**src/rtl/flow_pkg.sv**
```systemverilog
package flow_pkg;
  localparam int CHAR_W  = 8;
  localparam int NUM_FC  = 4;
  localparam int SEL_W   = $clog2(NUM_FC);
  localparam int IDX_XON1  = 0;
  localparam int IDX_XON2  = 1;
  localparam int IDX_XOFF1 = 2;
  localparam int IDX_XOFF2 = 3;

  typedef enum logic [1:0] {INS_IDLE, INS_FIRST, INS_SECOND} ins_state_e;

  // word length code 0..3 -> 5..8 valid low bits
  function automatic logic [CHAR_W-1:0] len_mask(input logic [1:0] wl);
    return {CHAR_W{1'b1}} >> (2'd3 - wl);
  endfunction
endpackage

```
**src/rtl/fc_rts_hyst.sv**
```systemverilog
module fc_rts_hyst #(
  parameter int FILL_W = 7
) (
  input  logic              clk_i,
  input  logic              rst_ni,
  input  logic              en_i,
  input  logic [FILL_W-1:0] fill_i,
  input  logic [FILL_W-1:0] lo_i,
  input  logic [FILL_W-1:0] hi_i,
  output logic              rts_o
);
  logic rts_q;

  always_ff @(posedge clk_i or negedge rst_ni) begin
    if (!rst_ni)              rts_q <= 1'b0;
    else if (!en_i)           rts_q <= 1'b0;
    else if (fill_i >= hi_i)  rts_q <= 1'b1;
    else if (fill_i <= lo_i)  rts_q <= 1'b0;
  end

  assign rts_o = rts_q;
endmodule

```
**src/rtl/fc_tx_insert.sv**
```systemverilog
module fc_tx_insert
  import flow_pkg::*;
#(
  parameter int FILL_W = 7
) (
  input  logic              clk_i,
  input  logic              rst_ni,
  input  logic              en_i,
  input  logic              dual_i,
  input  logic [FILL_W-1:0] fill_i,
  input  logic [FILL_W-1:0] prog_i,
  input  logic [CHAR_W-1:0] xon1_i,
  input  logic [CHAR_W-1:0] xon2_i,
  input  logic [CHAR_W-1:0] xoff1_i,
  input  logic [CHAR_W-1:0] xoff2_i,
  input  logic              ack_i,
  output logic              req_o,
  output logic [CHAR_W-1:0] char_o,
  output logic              hold_o
);
  ins_state_e state_q, state_d;
  logic kind_q, kind_d;   // 1 = Xon sequence
  logic sent_q, sent_d;   // Xoff sent, Xon owed
  logic start_off, start_on;

  assign start_off = en_i && !sent_q && (fill_i >= prog_i);
  assign start_on  = en_i &&  sent_q && (fill_i <  prog_i);

  always_comb begin
    state_d = state_q;
    kind_d  = kind_q;
    sent_d  = sent_q;
    unique case (state_q)
      INS_IDLE: begin
        if (!en_i) sent_d = 1'b0;
        else if (start_off) begin
          state_d = INS_FIRST; kind_d = 1'b0; sent_d = 1'b1;
        end else if (start_on) begin
          state_d = INS_FIRST; kind_d = 1'b1; sent_d = 1'b0;
        end
      end
      INS_FIRST:  if (ack_i) state_d = dual_i ? INS_SECOND : INS_IDLE;
      INS_SECOND: if (ack_i) state_d = INS_IDLE;
      default:    state_d = INS_IDLE;
    endcase
  end

  always_ff @(posedge clk_i or negedge rst_ni) begin
    if (!rst_ni) begin
      state_q <= INS_IDLE;
      kind_q  <= 1'b0;
      sent_q  <= 1'b0;
    end else begin
      state_q <= state_d;
      kind_q  <= kind_d;
      sent_q  <= sent_d;
    end
  end

  assign req_o  = (state_q != INS_IDLE);
  assign hold_o = req_o || start_off || start_on;

  always_comb begin
    if (state_q == INS_SECOND) char_o = kind_q ? xon2_i : xoff2_i;
    else                       char_o = kind_q ? xon1_i : xoff1_i;
  end
endmodule

```
**src/rtl/fc_rx_match.sv**
```systemverilog
module fc_rx_match
  import flow_pkg::*;
(
  input  logic              clk_i,
  input  logic              rst_ni,
  input  logic              sw_en_i,
  input  logic              dual_i,
  input  logic              any_resume_i,
  input  logic              special_i,
  input  logic [1:0]        word_len_i,
  input  logic [CHAR_W-1:0] xon1_i,
  input  logic [CHAR_W-1:0] xon2_i,
  input  logic [CHAR_W-1:0] xoff1_i,
  input  logic [CHAR_W-1:0] xoff2_i,
  input  logic              rx_valid_i,
  input  logic [CHAR_W-1:0] rx_char_i,
  output logic              wr_o,
  output logic [CHAR_W-1:0] wr_data_o,
  output logic              drop_o,
  output logic              special_hit_o,
  output logic              xoff_active_o
);
  logic [CHAR_W-1:0] mask, c_m;
  logic hit_xon1, hit_xon2, hit_xoff1, hit_xoff2;

  assign mask      = len_mask(word_len_i);
  assign c_m       = rx_char_i & mask;
  assign hit_xon1  = (c_m == (xon1_i  & mask));
  assign hit_xon2  = (c_m == (xon2_i  & mask));
  assign hit_xoff1 = (c_m == (xoff1_i & mask));
  assign hit_xoff2 = (c_m == (xoff2_i & mask));

  // pending first-of-pair, late (second) write slot, registered outputs
  logic              pend_q, pend_d, kind_q, kind_d;
  logic [CHAR_W-1:0] pdat_q, pdat_d;
  logic              late_v_q, late_v_d;
  logic [CHAR_W-1:0] late_d_q, late_d_d;
  logic              out_v_q, out_v_d;
  logic [CHAR_W-1:0] out_d_q, out_d_d;
  logic              drop_q, drop_d, spec_q, spec_d, xoff_q, xoff_d;

  always_comb begin
    pend_d   = pend_q;  kind_d = kind_q;  pdat_d = pdat_q;
    late_v_d = 1'b0;    late_d_d = late_d_q;
    out_v_d  = late_v_q; out_d_d = late_d_q;
    drop_d   = 1'b0;    spec_d = 1'b0;    xoff_d = xoff_q;

    if (!sw_en_i || special_i) begin
      pend_d = 1'b0;
      xoff_d = 1'b0;
    end

    if (rx_valid_i) begin
      if (special_i) begin
        out_v_d = 1'b1; out_d_d = rx_char_i; spec_d = hit_xoff2;
      end else if (!sw_en_i) begin
        out_v_d = 1'b1; out_d_d = rx_char_i;
      end else if (!dual_i) begin
        if (hit_xoff1) begin
          xoff_d = 1'b1; drop_d = 1'b1;
        end else if (hit_xon1) begin
          xoff_d = 1'b0; drop_d = 1'b1;
        end else begin
          out_v_d = 1'b1; out_d_d = rx_char_i;
          if (any_resume_i) xoff_d = 1'b0;
        end
      end else begin
        if (pend_q && !kind_q && hit_xoff2) begin
          xoff_d = 1'b1; drop_d = 1'b1; pend_d = 1'b0;
        end else if (pend_q && kind_q && hit_xon2) begin
          xoff_d = 1'b0; drop_d = 1'b1; pend_d = 1'b0;
        end else begin
          if (any_resume_i) xoff_d = 1'b0;
          if (pend_q) begin
            out_v_d = 1'b1; out_d_d = pdat_q;
          end
          if (hit_xoff1 || hit_xon1) begin
            pend_d = 1'b1; kind_d = !hit_xoff1; pdat_d = rx_char_i;
          end else begin
            pend_d = 1'b0;
            if (pend_q) begin
              late_v_d = 1'b1; late_d_d = rx_char_i;
            end else begin
              out_v_d = 1'b1; out_d_d = rx_char_i;
            end
          end
        end
      end
    end
  end

  always_ff @(posedge clk_i or negedge rst_ni) begin
    if (!rst_ni) begin
      pend_q <= 1'b0; kind_q <= 1'b0; pdat_q <= '0;
      late_v_q <= 1'b0; late_d_q <= '0;
      out_v_q <= 1'b0; out_d_q <= '0;
      drop_q <= 1'b0; spec_q <= 1'b0; xoff_q <= 1'b0;
    end else begin
      pend_q <= pend_d; kind_q <= kind_d; pdat_q <= pdat_d;
      late_v_q <= late_v_d; late_d_q <= late_d_d;
      out_v_q <= out_v_d; out_d_q <= out_d_d;
      drop_q <= drop_d; spec_q <= spec_d; xoff_q <= xoff_d;
    end
  end

  assign wr_o          = out_v_q;
  assign wr_data_o     = out_d_q;
  assign drop_o        = drop_q;
  assign special_hit_o = spec_q;
  assign xoff_active_o = xoff_q;
endmodule

```
**src/rtl/serial_flow_ctrl.sv**
```systemverilog
module serial_flow_ctrl
  import flow_pkg::*;
#(
  parameter int FILL_W = 7
) (
  input  logic              clk_i,
  input  logic              rst_ni,
  input  logic              cfg_we_i,
  input  logic [1:0]        cfg_sel_i,
  input  logic [7:0]        cfg_data_i,
  input  logic              auto_cts_en_i,
  input  logic              auto_rts_en_i,
  input  logic              sw_rx_en_i,
  input  logic              sw_tx_en_i,
  input  logic              sw_dual_i,
  input  logic              any_resume_i,
  input  logic              special_mode_i,
  input  logic [1:0]        word_len_i,
  input  logic              cts_i,
  input  logic              tx_busy_i,
  input  logic              rx_valid_i,
  input  logic [7:0]        rx_char_i,
  input  logic [FILL_W-1:0] rx_fill_i,
  input  logic [FILL_W-1:0] trig_lo_i,
  input  logic [FILL_W-1:0] trig_prog_i,
  input  logic [FILL_W-1:0] trig_hi_i,
  input  logic              ins_ack_i,
  output logic              tx_en_o,
  output logic              rts_o,
  output logic              ins_req_o,
  output logic [7:0]        ins_char_o,
  output logic              rx_wr_o,
  output logic [7:0]        rx_wr_data_o,
  output logic              rx_drop_o,
  output logic              special_hit_o,
  output logic              xoff_active_o
);
  logic [CHAR_W-1:0] fc_q [NUM_FC];

  for (genvar g = 0; g < NUM_FC; g++) begin : g_fc
    always_ff @(posedge clk_i or negedge rst_ni) begin
      if (!rst_ni) fc_q[g] <= '0;
      else if (cfg_we_i && (cfg_sel_i == SEL_W'(g))) fc_q[g] <= cfg_data_i;
    end
  end

  fc_rx_match u_rx (
    .clk_i, .rst_ni,
    .sw_en_i       (sw_rx_en_i),
    .dual_i        (sw_dual_i),
    .any_resume_i  (any_resume_i),
    .special_i     (special_mode_i),
    .word_len_i    (word_len_i),
    .xon1_i        (fc_q[IDX_XON1]),
    .xon2_i        (fc_q[IDX_XON2]),
    .xoff1_i       (fc_q[IDX_XOFF1]),
    .xoff2_i       (fc_q[IDX_XOFF2]),
    .rx_valid_i    (rx_valid_i),
    .rx_char_i     (rx_char_i),
    .wr_o          (rx_wr_o),
    .wr_data_o     (rx_wr_data_o),
    .drop_o        (rx_drop_o),
    .special_hit_o (special_hit_o),
    .xoff_active_o (xoff_active_o)
  );

  fc_rts_hyst #(.FILL_W(FILL_W)) u_rts (
    .clk_i, .rst_ni,
    .en_i   (auto_rts_en_i),
    .fill_i (rx_fill_i),
    .lo_i   (trig_lo_i),
    .hi_i   (trig_hi_i),
    .rts_o  (rts_o)
  );

  logic ins_hold;

  fc_tx_insert #(.FILL_W(FILL_W)) u_ins (
    .clk_i, .rst_ni,
    .en_i    (sw_tx_en_i),
    .dual_i  (sw_dual_i),
    .fill_i  (rx_fill_i),
    .prog_i  (trig_prog_i),
    .xon1_i  (fc_q[IDX_XON1]),
    .xon2_i  (fc_q[IDX_XON2]),
    .xoff1_i (fc_q[IDX_XOFF1]),
    .xoff2_i (fc_q[IDX_XOFF2]),
    .ack_i   (ins_ack_i),
    .req_o   (ins_req_o),
    .char_o  (ins_char_o),
    .hold_o  (ins_hold)
  );

  // data-start gate, only re-evaluated between characters
  logic tx_en_q;
  always_ff @(posedge clk_i or negedge rst_ni) begin
    if (!rst_ni) tx_en_q <= 1'b1;
    else if (!tx_busy_i)
      tx_en_q <= !(auto_cts_en_i && cts_i) && !xoff_active_o && !ins_hold;
  end
  assign tx_en_o = tx_en_q;
endmodule

```
**config.mk**
```make
export PLATFORM = sky130hd
export DESIGN_NAME = serial_flow_ctrl
export DESIGN_NICKNAME = d
export VERILOG_FILES = /design/src/rtl/flow_pkg.sv /design/src/rtl/fc_rts_hyst.sv /design/src/rtl/fc_tx_insert.sv /design/src/rtl/fc_rx_match.sv /design/src/rtl/serial_flow_ctrl.sv
export SDC_FILE = /design/constraint.sdc
export NUM_CORES = 1
export LEC_CHECK = 0
export BUFFER_PORTS_ARGS = -buffer_cell sky130_fd_sc_hd__buf_2
export CAP_MARGIN = 20
export CELL_PAD_IN_SITES_DETAIL_PLACEMENT = 0
export CELL_PAD_IN_SITES_GLOBAL_PLACEMENT = 1
export CORE_MARGIN = 3
export CORE_UTILIZATION = 39
export DETAILED_ROUTE_END_ITERATION = 6
export PLACE_DENSITY_LB_ADDON = 0.15
export SLEW_MARGIN = 15
export SYNTH_ARGS = -nofsm -noshare
export SYNTH_HDL_FRONTEND = slang
export SYNTH_SLANG_ARGS = --single-unit
export TNS_END_PERCENT = 30
```
**constraint.sdc**
```tcl
create_clock -name clk_i -period 2 [get_ports clk_i]
set_input_delay 0.2 -clock clk_i [delete_from_list [all_inputs] [get_ports clk_i]]
set_output_delay 0.2 -clock clk_i [all_outputs]
set_load 0.1 [all_outputs]
```
==> key figures, run 1 <==
Cells and area
  – Final instance area: 5840 µm²
  – Layout cells sized above 1: 41.7%
  – # fillers: 998
  – Antenna cells: 0
  – P&R area growth vs syn: 31.9%
  – Non-Filler Instances: 697
  – Post-layout nets: 635

STA
  – Clock skew: 0.0103 ns
  – Worst-Margin Slew: 0.536 ns
  – Final period util: 110%
  – Fmax: 454 MHz
  – Slew headroom: 64.2%
  – Hold slack: 0.0983 ns
  – Post-layout minimum cycle time: 2.20 ns
  – Final setup vio count: 27
  – Final Hold Fails: 0
  – RSZ-0062 raised after global routing: true
  – Setup slack after layout: -0.201 ns
  – Setup_tns: -3.51 ns
  – Count of final max-slew check failures: 0

Yosys
  – Post-synth top area share: 38.5%
  – Distinct cells, synth: 54
  – Top cells by area, synth: dfrtp_1, mux2_2, ha_1, xnor2_1, mux4_2
  – Seq/Total Area, Yosys: 39.1%
  – Mapped Area: 4420 µm²
  – Most common cell in the synthesized netlist: dfrtp_1
  – Async set-reset flop share out of synthesis: 100%
  – Synth Warn #: 0
  – Seq cells post-synth: 69
  – Cell count after synthesis: 417
  – Commonest cells in the netlist: dfrtp_1, mux2_2, inv_1, xnor2_1, ha_1
  – Synthesized area per cell: 10.6 µm²
  – Post-synth EDFFs: 0
  – Top FF cell, synth: dfrtp_1
  – Yosys top cell by area: dfrtp_1
  – Syn nets: 500

GRT
  – Global-route wire length before repair: 18700 µm
  – Congestion Overflow GR: 0
  – Gr usage total: 18.5%
  – Pin count of the biggest net entering global routing: 39
  – Vias in the first global route: 3775
  – Initial antenna violation count: 1

Place
  – Routability cong.: 0.804
  – Placed cells: 676
  – PortBufs: 84
  – Area after DPL: 5400 µm²
  – DP HPWL: 8590 µm

Floorplan
  – Die Width: 113 µm
  – Die Y: 113 µm
  – Row count: 38
  – I/O pins: 85
  – Die area: 12700 µm²
  – Initial Util: 40.3%
  – Core area: 11000 µm²

Clock network
  – Reg clk slew, reported paths: 0.06 ns
  – Latest clock arrival within the worst-skew pair: 0.33 ns
  – Clk sink count: 69
  – CTS tree: done
  – Number of CTS-inserted buffers: 9
  – CTS H-tree lvls: 3
  – CTS Buffer Depth: 2
  – CTS Root Cell: clkbuf_16

Setup path
  – Worst setup EP type: flop
  – Most used cell, CP: nand4_1
  – CP delay by family, top: simple AND/OR/NAND/NOR gates
  – Critical path type: reg -> reg
  – Worst Path Required: 2.21 ns
  – Worst-path cell chain: xnor2_1 -> nand4_1 -> or4_4 -> o21a_4 -> nand4_1 -> nor4_4 -> buf_6 -> mux2_4
  – Slowest CP cell: or4_4
  – Critical Path Fanout Max: 6
  – CP startpoint kind: flop
  – CP peak stage delay: 0.51 ns
  – CP arrival: 2.41 ns
  – CP bufs+invs: 1

Job
  – Max Cap Viol: 0

Route
  – Via count: 3608
  – Final WL: 11200 µm
  – Wire per inst: 16.0 µm
  – Post-DRT Antenna Nets: 0
  – Routed vias/inst: 5.18
  – Starting DRT DRC Count: 129
  – # DRC: 0
  – DRT Pass-1 Iters: 4

Power and ir drop
  – P_leak: 2.74 nW
  – PD cells: 981 nW/µm²
  – Maximum VDD drop: 0.000768 V
  – Overall Power: 0.00573 W

Min path
  – Worst Hold Class: in -> reg

Run status
  – Failing checks: setup timing
  – Status: finished, violations left
-- report_power, final --
| group | internal (W) | switching (W) |
|---|---|---|
| combinational | 0.000855 | 0.00140 |
| sequential | 0.00161 | 0.000158 |
| clock | 0.00110 | 0.000605 |
| total | 0.00356 | 0.00216 |
-- sequential cells by signal (all words and copies together), names as in the netlist --
| signal | count |
|---|---|
| u_rx.wr_data_o | 8 |
| u_rx.drop_o | 1 |
| u_rts.rts_o | 1 |
| fc_q | 32 |
| u_rx.late_v_q | 1 |
| u_rx.kind_q | 1 |
| u_rx.xoff_active_o | 1 |
| u_rx.special_hit_o | 1 |
| u_rx.late_d_q | 8 |
| u_ins.sent_q | 1 |
| u_ins.kind_q | 1 |
| u_rx.pdat_q | 8 |
| u_ins.state_q | 2 |
| u_rx.pend_q | 1 |
| tx_en_o | 1 |
| u_rx.wr_o | 1 |
-- layer usage --
metal | vias to the layer above | part of all wire, % | GRT usage [%]
li1 | 1766 | - | -
met1 | 1759 | 45 | 24.6
met2 | 65 | 50 | 30.4
met3 | 16 | 3.6 | 4.37
met4 | 2 | 1.3 | 4.81
met5 | - | 0.16 | 0
-- cell type report --
type | instances | area [µm²] | area share [%]
inverter | 31 | 116 | 1.99
clock inverter | 5 | 83.8 | 1.44
clock buffer | 11 | 233 | 3.99
sequential | 69 | 1730 | 29.6
multi-input combinational | 294 | 2520 | 43.1
timing repair buffer | 147 | 982 | 16.8
tap | 140 | 175 | 3.00
-- logic make-up after synthesis --
group	count (synthesis)	share of synthesized area [%]
mux	60	17.6
buf+inv	54	5.40
xor+xnor	32	6.33
fa+ha+maj	21	5.94
compound gates	94	14.9
simple gates	87	10.7
flops	69	39.1
-- path summary, 6_finish.rpt --
check                                   startpoint                      endpoint  slack [ns]  depth (start not counted)
max                           fc_q[16]$_DFFE_PN0P_  u_rx.late_d_q[5]$_DFFE_PN0P_       -0.20                          8
min                                      ins_ack_i  u_ins.state_q[1]$_DFFE_PN0P_         0.1                          2
max reg2reg                   fc_q[16]$_DFFE_PN0P_  u_rx.late_d_q[5]$_DFFE_PN0P_       -0.20                          8
min reg2reg                u_rx.late_v_q$_DFF_PN0_           u_rx.wr_o$_DFF_PN0_        0.44                          1
max in group asynchronous                   rst_ni           tx_en_o$_DFFE_PN1N_        1.03                          3
min in group asynchronous                   rst_ni  u_rx.late_d_q[6]$_DFFE_PN0P_        0.33                          2
-- what timing repair did --
action,in CTS,in global routing
hold buffers,1,0
resized for setup,9,11
setup buffers,4,1
setup endpoints to repair,28,32
hold endpoints to repair,14,0
pin swaps,9,6
-- worst register-to-register path: stages (launching register included) --
cell and delay [ns]:
dfrtp_1 0.39, xnor2_1 0.15, nand4_1 0.14, or4_4 0.51, o21a_4 0.22, nand4_1 0.17
nor4_4 0.07, buf_6 0.14, mux2_4 0.29
-- metrics by stage --
step	utilization (%)	setup WS [ns]
6_report	53.1	-0.201
5_1_grt	53.1	-0.296
3_3_place_gp	49.2	-0.246
3_5_place_dp	49.2	-0.283
2_1_floorplan	-	-0.0535
4_1_cts	52.7	-0.233
-- cell usage in the layout (no fill, tap or decap), types with 7 or more instances in the layout --
cell type,Yosys,routed
xnor2_1,29,29
dfrtp_1,68,68
nor2_1,19,17
a21o_1,9,9
o21ai_0,19,17
a31oi_1,8,8
buf_4,6,55
buf_2,5,82
inv_1,31,31
o21a_1,13,12
nand2_1,19,18
clkbuf_16,0,9
nand3_1,7,7
mux4_2,8,8
mux2_2,41,41
nand2b_1,15,14
ha_1,21,21
a21oi_1,12,11
Note: power is estimated with default switching activity, not from simulation.
==> inputs of run 2 (changes only) <==
--- a/config.mk
+++ b/config.mk
@@ -5,12 +5,14 @@
 export SDC_FILE = /design/constraint.sdc
 export NUM_CORES = 1
 export LEC_CHECK = 0
+export ABC_AREA = 1
 export BUFFER_PORTS_ARGS = -buffer_cell sky130_fd_sc_hd__buf_2
 export CAP_MARGIN = 20
 export CELL_PAD_IN_SITES_DETAIL_PLACEMENT = 0
 export CELL_PAD_IN_SITES_GLOBAL_PLACEMENT = 1
 export CORE_MARGIN = 3
-export CORE_UTILIZATION = 39
+export CORE_UTILIZATION = 36
+export CTS_CLUSTER_SIZE = 14
 export DETAILED_ROUTE_END_ITERATION = 6
 export PLACE_DENSITY_LB_ADDON = 0.15
 export SLEW_MARGIN = 15
==> run 2 against run 1 <==
Net effect: the flow now finishes without violations; sequential cell count unchanged; maximum frequency rose by 15%; register-to-register slack improved by 0.36 ns; cell count up 31%; routed wire length is 15% higher; worst hold slack got worse by 0.015 ns; count of clock-buffer cells in the layout up 1; final area decreased by 1.9%; total power up 5.5%; global-route usage is 0.54 points higher.
==> key figures, run 2 <==
Power and ir drop
  – PD cells: 1060 nW/µm² (was 981 nW/µm²)
  – Clock power share: 25.9% (was 29.7%)
  – Int Pwr: 0.00340 W (was 0.00356 W)
  – P_leak: 2.97 nW (was 2.74 nW)
  – Net Switching: 0.00264 W (was 0.00216 W)
  – Sw frac: 43.7% (was 37.8%)
  – Maximum VDD drop: 0.000913 V (was 0.000768 V)
  – Gate power share: 45.2% (was 39.4%)
  – Flop pwr share: 28.9% (was 30.9%)

Route
  – Final WL: 12800 µm (was 11200 µm)
  – Post-DRT Antenna Nets: 0 (unchanged)
  – Routed vias/inst: 4.86 (was 5.18)
  – # DRC: 0 (unchanged)
  – DRT Pass-1 Iters: 5 (was 4)
  – Wire per inst: 14.0 µm (was 16.0 µm)
  – Starting DRT DRC Count: 238 (was 129)
  – Via count: 4449 (was 3608)

Place
  – DP HPWL: 9580 µm (was 8590 µm)
  – Placed cells: 899 (was 676)
  – PortBufs: 84 (unchanged)
  – Routability cong.: 0.829 (was 0.804)
  – Pre-CTS setup slack: 0.139 ns (was -0.283 ns)

Yosys
  – Async set-reset flop share out of synthesis: 100% (unchanged)
  – Cell count after synthesis: 657 (was 417)
  – Top FF cell, synth: dfrtp_1 (unchanged)
  – Yosys top cell by area: dfrtp_1 (unchanged)
  – Post-synth top area share: 37.1% (was 38.5%)
  – Multiplexer share of the synthesized area: 0% (was 17.6%)
  – Seq/Total Area, Yosys: 37.7% (was 39.1%)
  – Largest family of logic cells by synthesized area: simple AND/OR/NAND/NOR gates (was multiplexers)
  – Syn nets: 740 (was 500)
  – Synth Area in Compound Gates: 14.6% (was 14.9%)
  – Synth Warn #: 0 (unchanged)
  – Top cells by area, synth: dfrtp_1, nand2_1, o21ai_0, inv_1, ha_1 (was dfrtp_1, mux2_2, ha_1, xnor2_1, mux4_2)
  – Mapped Area: 4580 µm² (was 4420 µm²)
  – Post-Synth Adder-Cell Area: 5.74% (was 5.94%)
  – Post-synth EDFFs: 0 (unchanged)
  – Post-Synth Simple-Gate Area: 28.8% (was 10.7%)
  – Synthesized area per cell: 6.97 µm² (was 10.6 µm²)
  – Seq cells post-synth: 69 (unchanged)
  – Distinct cells, synth: 36 (was 54)
  – Synth Area in XOR/XNOR: 3.25% (was 6.33%)
  – Most common cell in the synthesized netlist: nand2_1 (was dfrtp_1)
  – Commonest cells in the netlist: nand2_1, inv_1, o21ai_0, dfrtp_1, nand3_1 (was dfrtp_1, mux2_2, inv_1, xnor2_1, ha_1)

STA
  – Setup slack after layout: 0.0931 ns (was -0.201 ns)
  – Fmax: 524 MHz (was 454 MHz)
  – Post-layout minimum cycle time: 1.91 ns (was 2.20 ns)
  – Final Hold Fails: 0 (unchanged)
  – Worst-Margin Slew: 0.605 ns (was 0.536 ns)
  – Final period util: 95.3% (was 110%)
  – Clock skew: 0.00846 ns (was 0.0103 ns)
  – Slew headroom: 59.6% (was 64.2%)
  – Count of final max-slew check failures: 0 (unchanged)
  – Final setup vio count: 0 (was 27)
  – RSZ-0062 raised after global routing: false (was true)

Setup path
  – R2R cell count: 12 (was 8)
  – CP bufs+invs: 2 (was 1)
  – Worst Path Required: 1.80 ns (was 2.21 ns)
  – CP delay by family, top: buffers and inverters (was simple AND/OR/NAND/NOR gates)
  – Critical R2R Launch: fc_q[21]$_DFFE_PN0P_ (was fc_q[16]$_DFFE_PN0P_)
  – Slowest CP cell: dfrtp_1 (was or4_4)
  – Critical Path Fanout Max: 18 (was 6)
  – Worst reg-to-reg setup slack: 0.16 ns (was -0.20 ns)
  – CP startpoint kind: flop (unchanged)
  – Worst-path cell chain: nor2_1 -> buf_12 -> a21oi_1 -> a21oi_2 -> buf_4 (was xnor2_1 -> nand4_1 -> or4_4 -> o21a_4 -> nand4_1 -> nor4_4 -> buf_6 -> mux2_4)
  – Worst setup EP type: output port (was flop)
  – Critical path type: reg -> out (was reg -> reg)
  – CP peak stage delay: 0.39 ns (was 0.51 ns)
  – Reg-to-reg endpoint: u_rx.wr_data_o[3]$_DFF_PN0_ (was u_rx.late_d_q[5]$_DFFE_PN0P_)
  – CP arrival: 1.71 ns (was 2.41 ns)

Clock network
  – CTS Buffer Depth: 2 (unchanged)
  – CTS H-tree lvls: 3 (unchanged)
  – Latest clock arrival within the worst-skew pair: 0.34 ns (was 0.33 ns)
  – Reg clk slew, reported paths: 0.06 ns (about the same)
  – Setup Buffers After CTS: 0 (was 4)
  – Clk sink count: 69 (unchanged)
  – CTS tree: done (unchanged)
  – Number of CTS-inserted buffers: 9 (unchanged)
  – CTS Root Cell: clkbuf_16 (unchanged)

Floorplan
  – Initial Util: 37.5% (was 40.3%)
  – Core area: 12200 µm² (was 11000 µm²)
  – Die area: 14100 µm² (was 12700 µm²)
  – Die Y: 119 µm (was 113 µm)
  – Row count: 40 (was 38)
  – Die Width: 119 µm (was 113 µm)
  – I/O pins: 85 (unchanged)

Cells and area
  – Non-Filler Instances: 916 (was 697)
  – Commonest non-fill, non-tap cell in the layout: nand2_1 (was buf_2)
  – Antenna cells: 0 (unchanged)
  – P&R area growth vs syn: 25.0% (was 31.9%)
  – Max reg flops: 32 (unchanged)
  – Commonest non-fill, non-tap cells in the layout: nand2_1, inv_1, buf_2, o21ai_0, dfrtp_1 (was buf_2, dfrtp_1, buf_4, mux2_2, inv_1)
  – Layout cells sized above 1: 18.6% (was 41.7%)
  – Largest Register: fc_q (unchanged)
  – # fillers: 1291 (was 998)
  – Post-layout nets: 826 (was 635)

GRT
  – Pin count of the biggest net entering global routing: 70 (was 39)
  – Gr usage total: 19.0% (was 18.5%)
  – Congestion Overflow GR: 0 (unchanged)
  – Vias in the first global route: 4275 (was 3775)
  – Global-route wire length before repair: 21500 µm (was 18700 µm)
  – Initial antenna violation count: 0 (was 1)

Min path
  – Hold wc startpoint: ins_ack_i (unchanged)
  – Hold Path Depth: 2 (unchanged)
  – Hold Crit Endpoint: u_ins.state_q[0]$_DFFE_PN0P_ (was u_ins.state_q[1]$_DFFE_PN0P_)
  – Worst Hold Class: in -> reg (unchanged)

Run status
  – Status: finished, final reports clean (was finished, violations left)

Job
  – Max Cap Viol: 0 (unchanged)
run 2: cell count changes in the layout (fill, tap and decap cells not counted), sizes merged, moves of 11 or more:
cell and change:
a21oi +22, buf -47, inv +51, mux2 -47, nand2 +204, nand2b -15
nand3 +45, nor2 +11, o21a -12, o21ai +59, xnor2 -12
run 2: metal layers:
layer / up-vias / track usage [%] / part of all wire, %
met4: 0 / 7.31 / 1.7
met2: 96 / 30.9 / 47
met5: - / 0 / 0
met3: 15 / 3.16 / 4.2
li1: 2288 / - / -
met1: 2050 / 25.3 / 47
run 2: cells by family (layout without fill, tap and decap cells):
family,Yosys count,count (layout)
xor+xnor,17,17
flops,69,69
fa+ha+maj,21,21
compound gates,125,125
simple gates,315,315
buf+inv,110,201
run 2: timing repair:
action / in CTS / in global routing
endpoints found under the hold margin: 68 / 0
hold buffers: 1 / 0
endpoints found under the setup margin: 1 / 14
resized for setup: 1 / 4
run 2: how the worst max path moves through the flow:
| stage | from | cells past startpoint | slack, ns | end |
|---|---|---|---|---|
| after floorplan | u_ins.kind_q$_DFFE_PN0P_ | 5 | -0.17 | ins_char_o[0] |
| after global placement | rx_char_i[3] | 11 | 0.11 | u_rx.pdat_q[6]$_DFFE_PN0P_ |
| after detailed placement | rx_char_i[3] | 10 | 0.14 | u_rx.pdat_q[7]$_DFFE_PN0P_ |
| after CTS | u_ins.kind_q$_DFFE_PN0P_ | 5 | 0.009 | ins_char_o[1] |
| after global routing | fc_q[21]$_DFFE_PN0P_ | 12 | 0.002 | u_rx.wr_data_o[5]$_DFF_PN0_ |
| final | u_ins.state_q[0]$_DFFE_PN0P_ | 5 | 0.09 | ins_char_o[7] |
run 2: final cells by class:
type                            instances  area (µm²)  share of cell area (%)
Clock inverter                          4        31.3                   0.546
Timing Repair Buffer                  100         679                    11.9
Clock buffer                           12         267                    4.66
Multi-Input combinational cell        478        2490                    43.5
Inverter                               85         319                    5.57
Sequential cell                        69        1730                    30.2
Tap cell                              168         210                    3.67
run 2: power groups by stage:
stage	Clock, W	Sequential, W	Combinational [W]
after global placement	0	0.00176	0.00272
after CTS	0.00161	0.00174	0.00276
final	0.00156	0.00175	0.00273
after floorplan	0	0.00193	0.00173
after detailed placement	0	0.00177	0.00274
after global routing	0.00167	0.00178	0.00294
run 2: metrics by stage:
stage / TNS (ns) / total power [W] / hold slack [ns] / utilization (%) / area (µm²)
6_report: 0 / 0.00604 / 0.0836 / 46.9 / 5720
5_1_grt: 0 / 0.00638 / 0.0987 / 46.9 / 5720
4_1_cts: 0 / 0.00611 / 0.0844 / 46.7 / 5710
3_5_place_dp: 0 / 0.00451 / 0.260 / 44.2 / 5400
3_3_place_gp: 0 / 0.00448 / 0.257 / 44.2 / 5400
2_1_floorplan: -0.777 / 0.00366 / -0.0956 / - / 4660
run 2: worst reg2reg max path: cells and delay by family (launching register included):
family,cells,cell delay [ns]
simple gates,10,0.99
flops,1,0.41
buf+inv,1,0.23
compound gates,1,0.09
==> inputs of run 3 (changes only) <==
--- a/config.mk
+++ b/config.mk
@@ -11,7 +11,7 @@
 export CELL_PAD_IN_SITES_DETAIL_PLACEMENT = 0
 export CELL_PAD_IN_SITES_GLOBAL_PLACEMENT = 1
 export CORE_MARGIN = 3
-export CORE_UTILIZATION = 36
+export CORE_UTILIZATION = 43
 export CTS_CLUSTER_SIZE = 14
 export DETAILED_ROUTE_END_ITERATION = 6
 export PLACE_DENSITY_LB_ADDON = 0.15
==> constraint.sdc (replaced) <==
create_clock -name clk_i -period 2.22 [get_ports clk_i]
set_input_delay 0.222 -clock clk_i [delete_from_list [all_inputs] [get_ports clk_i]]
set_output_delay 0.222 -clock clk_i [all_outputs]
set_load 0.1 [all_outputs]
==> run 3 against run 2 <==
Net effect: via count rose by 0.18%; worst setup slack better by 0.063 ns; largest cell class unchanged; sequential cell count unchanged; non-clock buffer count rose by 3; critical endpoint unchanged; sequential power shrank 9.7%; total power shrank 16%; utilization is 6.9 points higher.
==> key figures, run 3 (synthesized netlist as in run 2, its figures left out) <==
Setup path
  – Critical path launch point: u_ins.kind_q$_DFFE_PN0P_ (was u_ins.state_q[0]$_DFFE_PN0P_)
  – CP startpoint kind: flop (unchanged)
  – Worst Path Required: 2.00 ns (was 1.80 ns)
  – Slowest CP cell: buf_2 (was dfrtp_1)
  – Critical path type: reg -> out (unchanged)
  – Critical Path Fanout Max: 16 (was 18)
  – Worst-path cell chain: inv_1 -> a21oi_1 -> a21oi_2 -> buf_2 (was nor2_1 -> buf_12 -> a21oi_1 -> a21oi_2 -> buf_4)
  – Worst setup EP type: output port (unchanged)
  – CP peak stage delay: 0.44 ns (was 0.39 ns)
  – R2R cell count: 14 (was 12)
  – Critical R2R Launch: fc_q[29]$_DFFE_PN0P_ (was fc_q[21]$_DFFE_PN0P_)
  – CP arrival: 1.84 ns (was 1.71 ns)

Cells and area
  – Post-layout nets: 829 (was 826)
  – Commonest non-fill, non-tap cells in the layout: nand2_1, inv_1, buf_2, o21ai_0, dfrtp_1 (unchanged)
  – Layout cells sized above 1: 18.1% (was 18.6%)
  – # fillers: 1050 (was 1291)
  – Antenna cells: 0 (unchanged)
  – Commonest non-fill, non-tap cell in the layout: nand2_1 (unchanged)
  – Storage element area: 1730 µm² (unchanged)
  – Largest Register: fc_q (unchanged)
  – Max reg flops: 32 (unchanged)
  – Area of the multi-input gates: 2430 µm² (was 2490 µm²)
  – Core Util, Final: 53.8% (was 46.9%)
  – P&R area growth vs syn: 21.2% (was 25.0%)

Route
  – Final WL: 12600 µm (was 12800 µm)
  – Starting DRT DRC Count: 219 (was 238)
  – Routed vias/inst: 5.02 (was 4.86)
  – Post-DRT Antenna Nets: 0 (unchanged)
  – Wire per inst: 14.3 µm (was 14.0 µm)
  – DRT Pass-1 Iters: 5 (unchanged)
  – # DRC: 0 (unchanged)
  – Via count: 4457 (was 4449)

GRT
  – Pin count of the biggest net entering global routing: 70 (unchanged)
  – Congestion Overflow GR: 0 (unchanged)
  – Global-route wire length before repair: 20900 µm (was 21500 µm)
  – Vias in the first global route: 4260 (was 4275)
  – Initial antenna violation count: 0 (unchanged)
  – Gr usage total: 22.5% (was 19.0%)

Floorplan
  – Initial Util: 44.4% (was 37.5%)
  – I/O pins: 85 (unchanged)
  – Die area: 11900 µm² (was 14100 µm²)
  – Die Y: 109 µm (was 119 µm)
  – Die Width: 109 µm (was 119 µm)
  – Core area: 10300 µm² (was 12200 µm²)
  – Row count: 37 (was 40)

Clock network
  – Post-CTS Resized: 0 (was 1)
  – Number of CTS-inserted buffers: 9 (unchanged)
  – CTS Root Cell: clkbuf_8 (was clkbuf_16)
  – Setup Buffers After CTS: 0 (unchanged)
  – Reg clk slew, reported paths: 0.08 ns (was 0.06 ns)
  – CTS tree: done (unchanged)
  – CTS H-tree lvls: 3 (unchanged)
  – Clk sink count: 69 (unchanged)
  – Latest clock arrival within the worst-skew pair: 0.35 ns (was 0.34 ns)
  – CTS Buffer Depth: 2 (unchanged)

STA
  – Clock skew: 0.0112 ns (was 0.00846 ns)
  – Final period util: 92.9%
  – RSZ-0062 raised after global routing: false (unchanged)
  – Fmax: 485 MHz
  – Count of final max-slew check failures: 0 (unchanged)
  – Post-layout minimum cycle time: 2.06 ns
  – Setup_tns: 0 ns (unchanged)
  – Slew headroom: 62.1% (was 59.6%)
  – Final Hold Fails: 0 (unchanged)
  – Final setup vio count: 0 (unchanged)
  – Worst-Margin Slew: 0.567 ns (was 0.605 ns)

Run status
  – Status: finished, final reports clean (unchanged)

Power and ir drop
  – Maximum VDD drop: 0.000704 V (was 0.000913 V)
  – Gate power share: 46.2% (was 45.2%)
  – Clock power share: 22.7% (was 25.9%)
  – PD cells: 916 nW/µm² (was 1060 nW/µm²)
  – Net Switching: 0.00230 W (was 0.00264 W)
  – Sw frac: 45.2% (was 43.7%)
  – P_leak: 2.94 nW (was 2.97 nW)
  – Flop pwr share: 31.1% (was 28.9%)
  – Int Pwr: 0.00279 W (was 0.00340 W)

Place
  – Routability cong.: 0.922 (was 0.829)
  – PortBufs: 84 (unchanged)
  – DP HPWL: 9560 µm (was 9580 µm)

Min path
  – Hold wc startpoint: ins_ack_i (unchanged)
  – Worst Hold Class: in -> reg (unchanged)
  – Hold Path Depth: 2 (unchanged)

Job
  – Max Cap Viol: 0 (unchanged)
run 3: final cells by class:
cell class	count	area share (%)
tap	136	3.06
multi-input combinational	478	43.8
inverter	85	5.75
clock buffer	9	2.23
sequential	69	31.1
timing repair buffer	103	12.3
clock inverter	7	1.76
run 3: timing repair:
item                                   in CTS  in global routing
hold buffers                                1                  0
endpoints found under the hold margin      68                  0
setup endpoints to repair                   0                  0
run 3: path summary, 6_finish.rpt:
path | to | slack [ns]
worst min-delay path | u_ins.state_q[0]$_DFFE_PN0P_ | 0.10
max in group asynchronous | tx_en_o$_DFFE_PN1N_ | 1.46
min in group asynchronous | u_rts.rts_o$_DFFE_PN0P_ | 0.43
worst max register to register | u_rx.wr_data_o[6]$_DFF_PN0_ | 0.37
worst max-delay path | ins_char_o[7] | 0.16
worst min register to register | u_rx.wr_o$_DFF_PN0_ | 0.45
run 3: through the flow:
step                hold WS [ns]  cell area, µm²  std cells  worst slack [ns]  power, W
CTS                       0.0876            5550        887             0.156   0.00512
floorplan                -0.0736            4610        657            -0.494   0.00324
global placement           0.279            5320        870             0.371   0.00393
finish                     0.102            5550        887             0.157   0.00509
global route              0.0900            5550        887            0.0599   0.00538
detailed placement         0.278            5320        870             0.369   0.00395
run 3: power groups by stage:
stage	clock [W]	sequential, W	combinational (W)
3_5_place_dp	0	0.00160	0.00235
4_1_cts	0.00118	0.00158	0.00236
3_3_place_gp	0	0.00159	0.00233
5_1_grt	0.00125	0.00160	0.00253
2_1_floorplan	0	0.00174	0.00150
6_report	0.00115	0.00158	0.00235
run 3: worst max-delay path, delay by kind of cell (launching register included):
kind	cells	cell delay (ns)
buffers and inverters	2	0.80
AOI/OAI and AO/OA	2	0.30
DFF	1	0.39
run 3: per-layer routing:
layer	wire (µm)	track usage, %	vias to the layer above
li1	-	-	2287
met1	5710	30.6	2013
met2	5990	37.4	131
met3	631	2.84	26
met4	315	7.21	0
met5	0	0	-
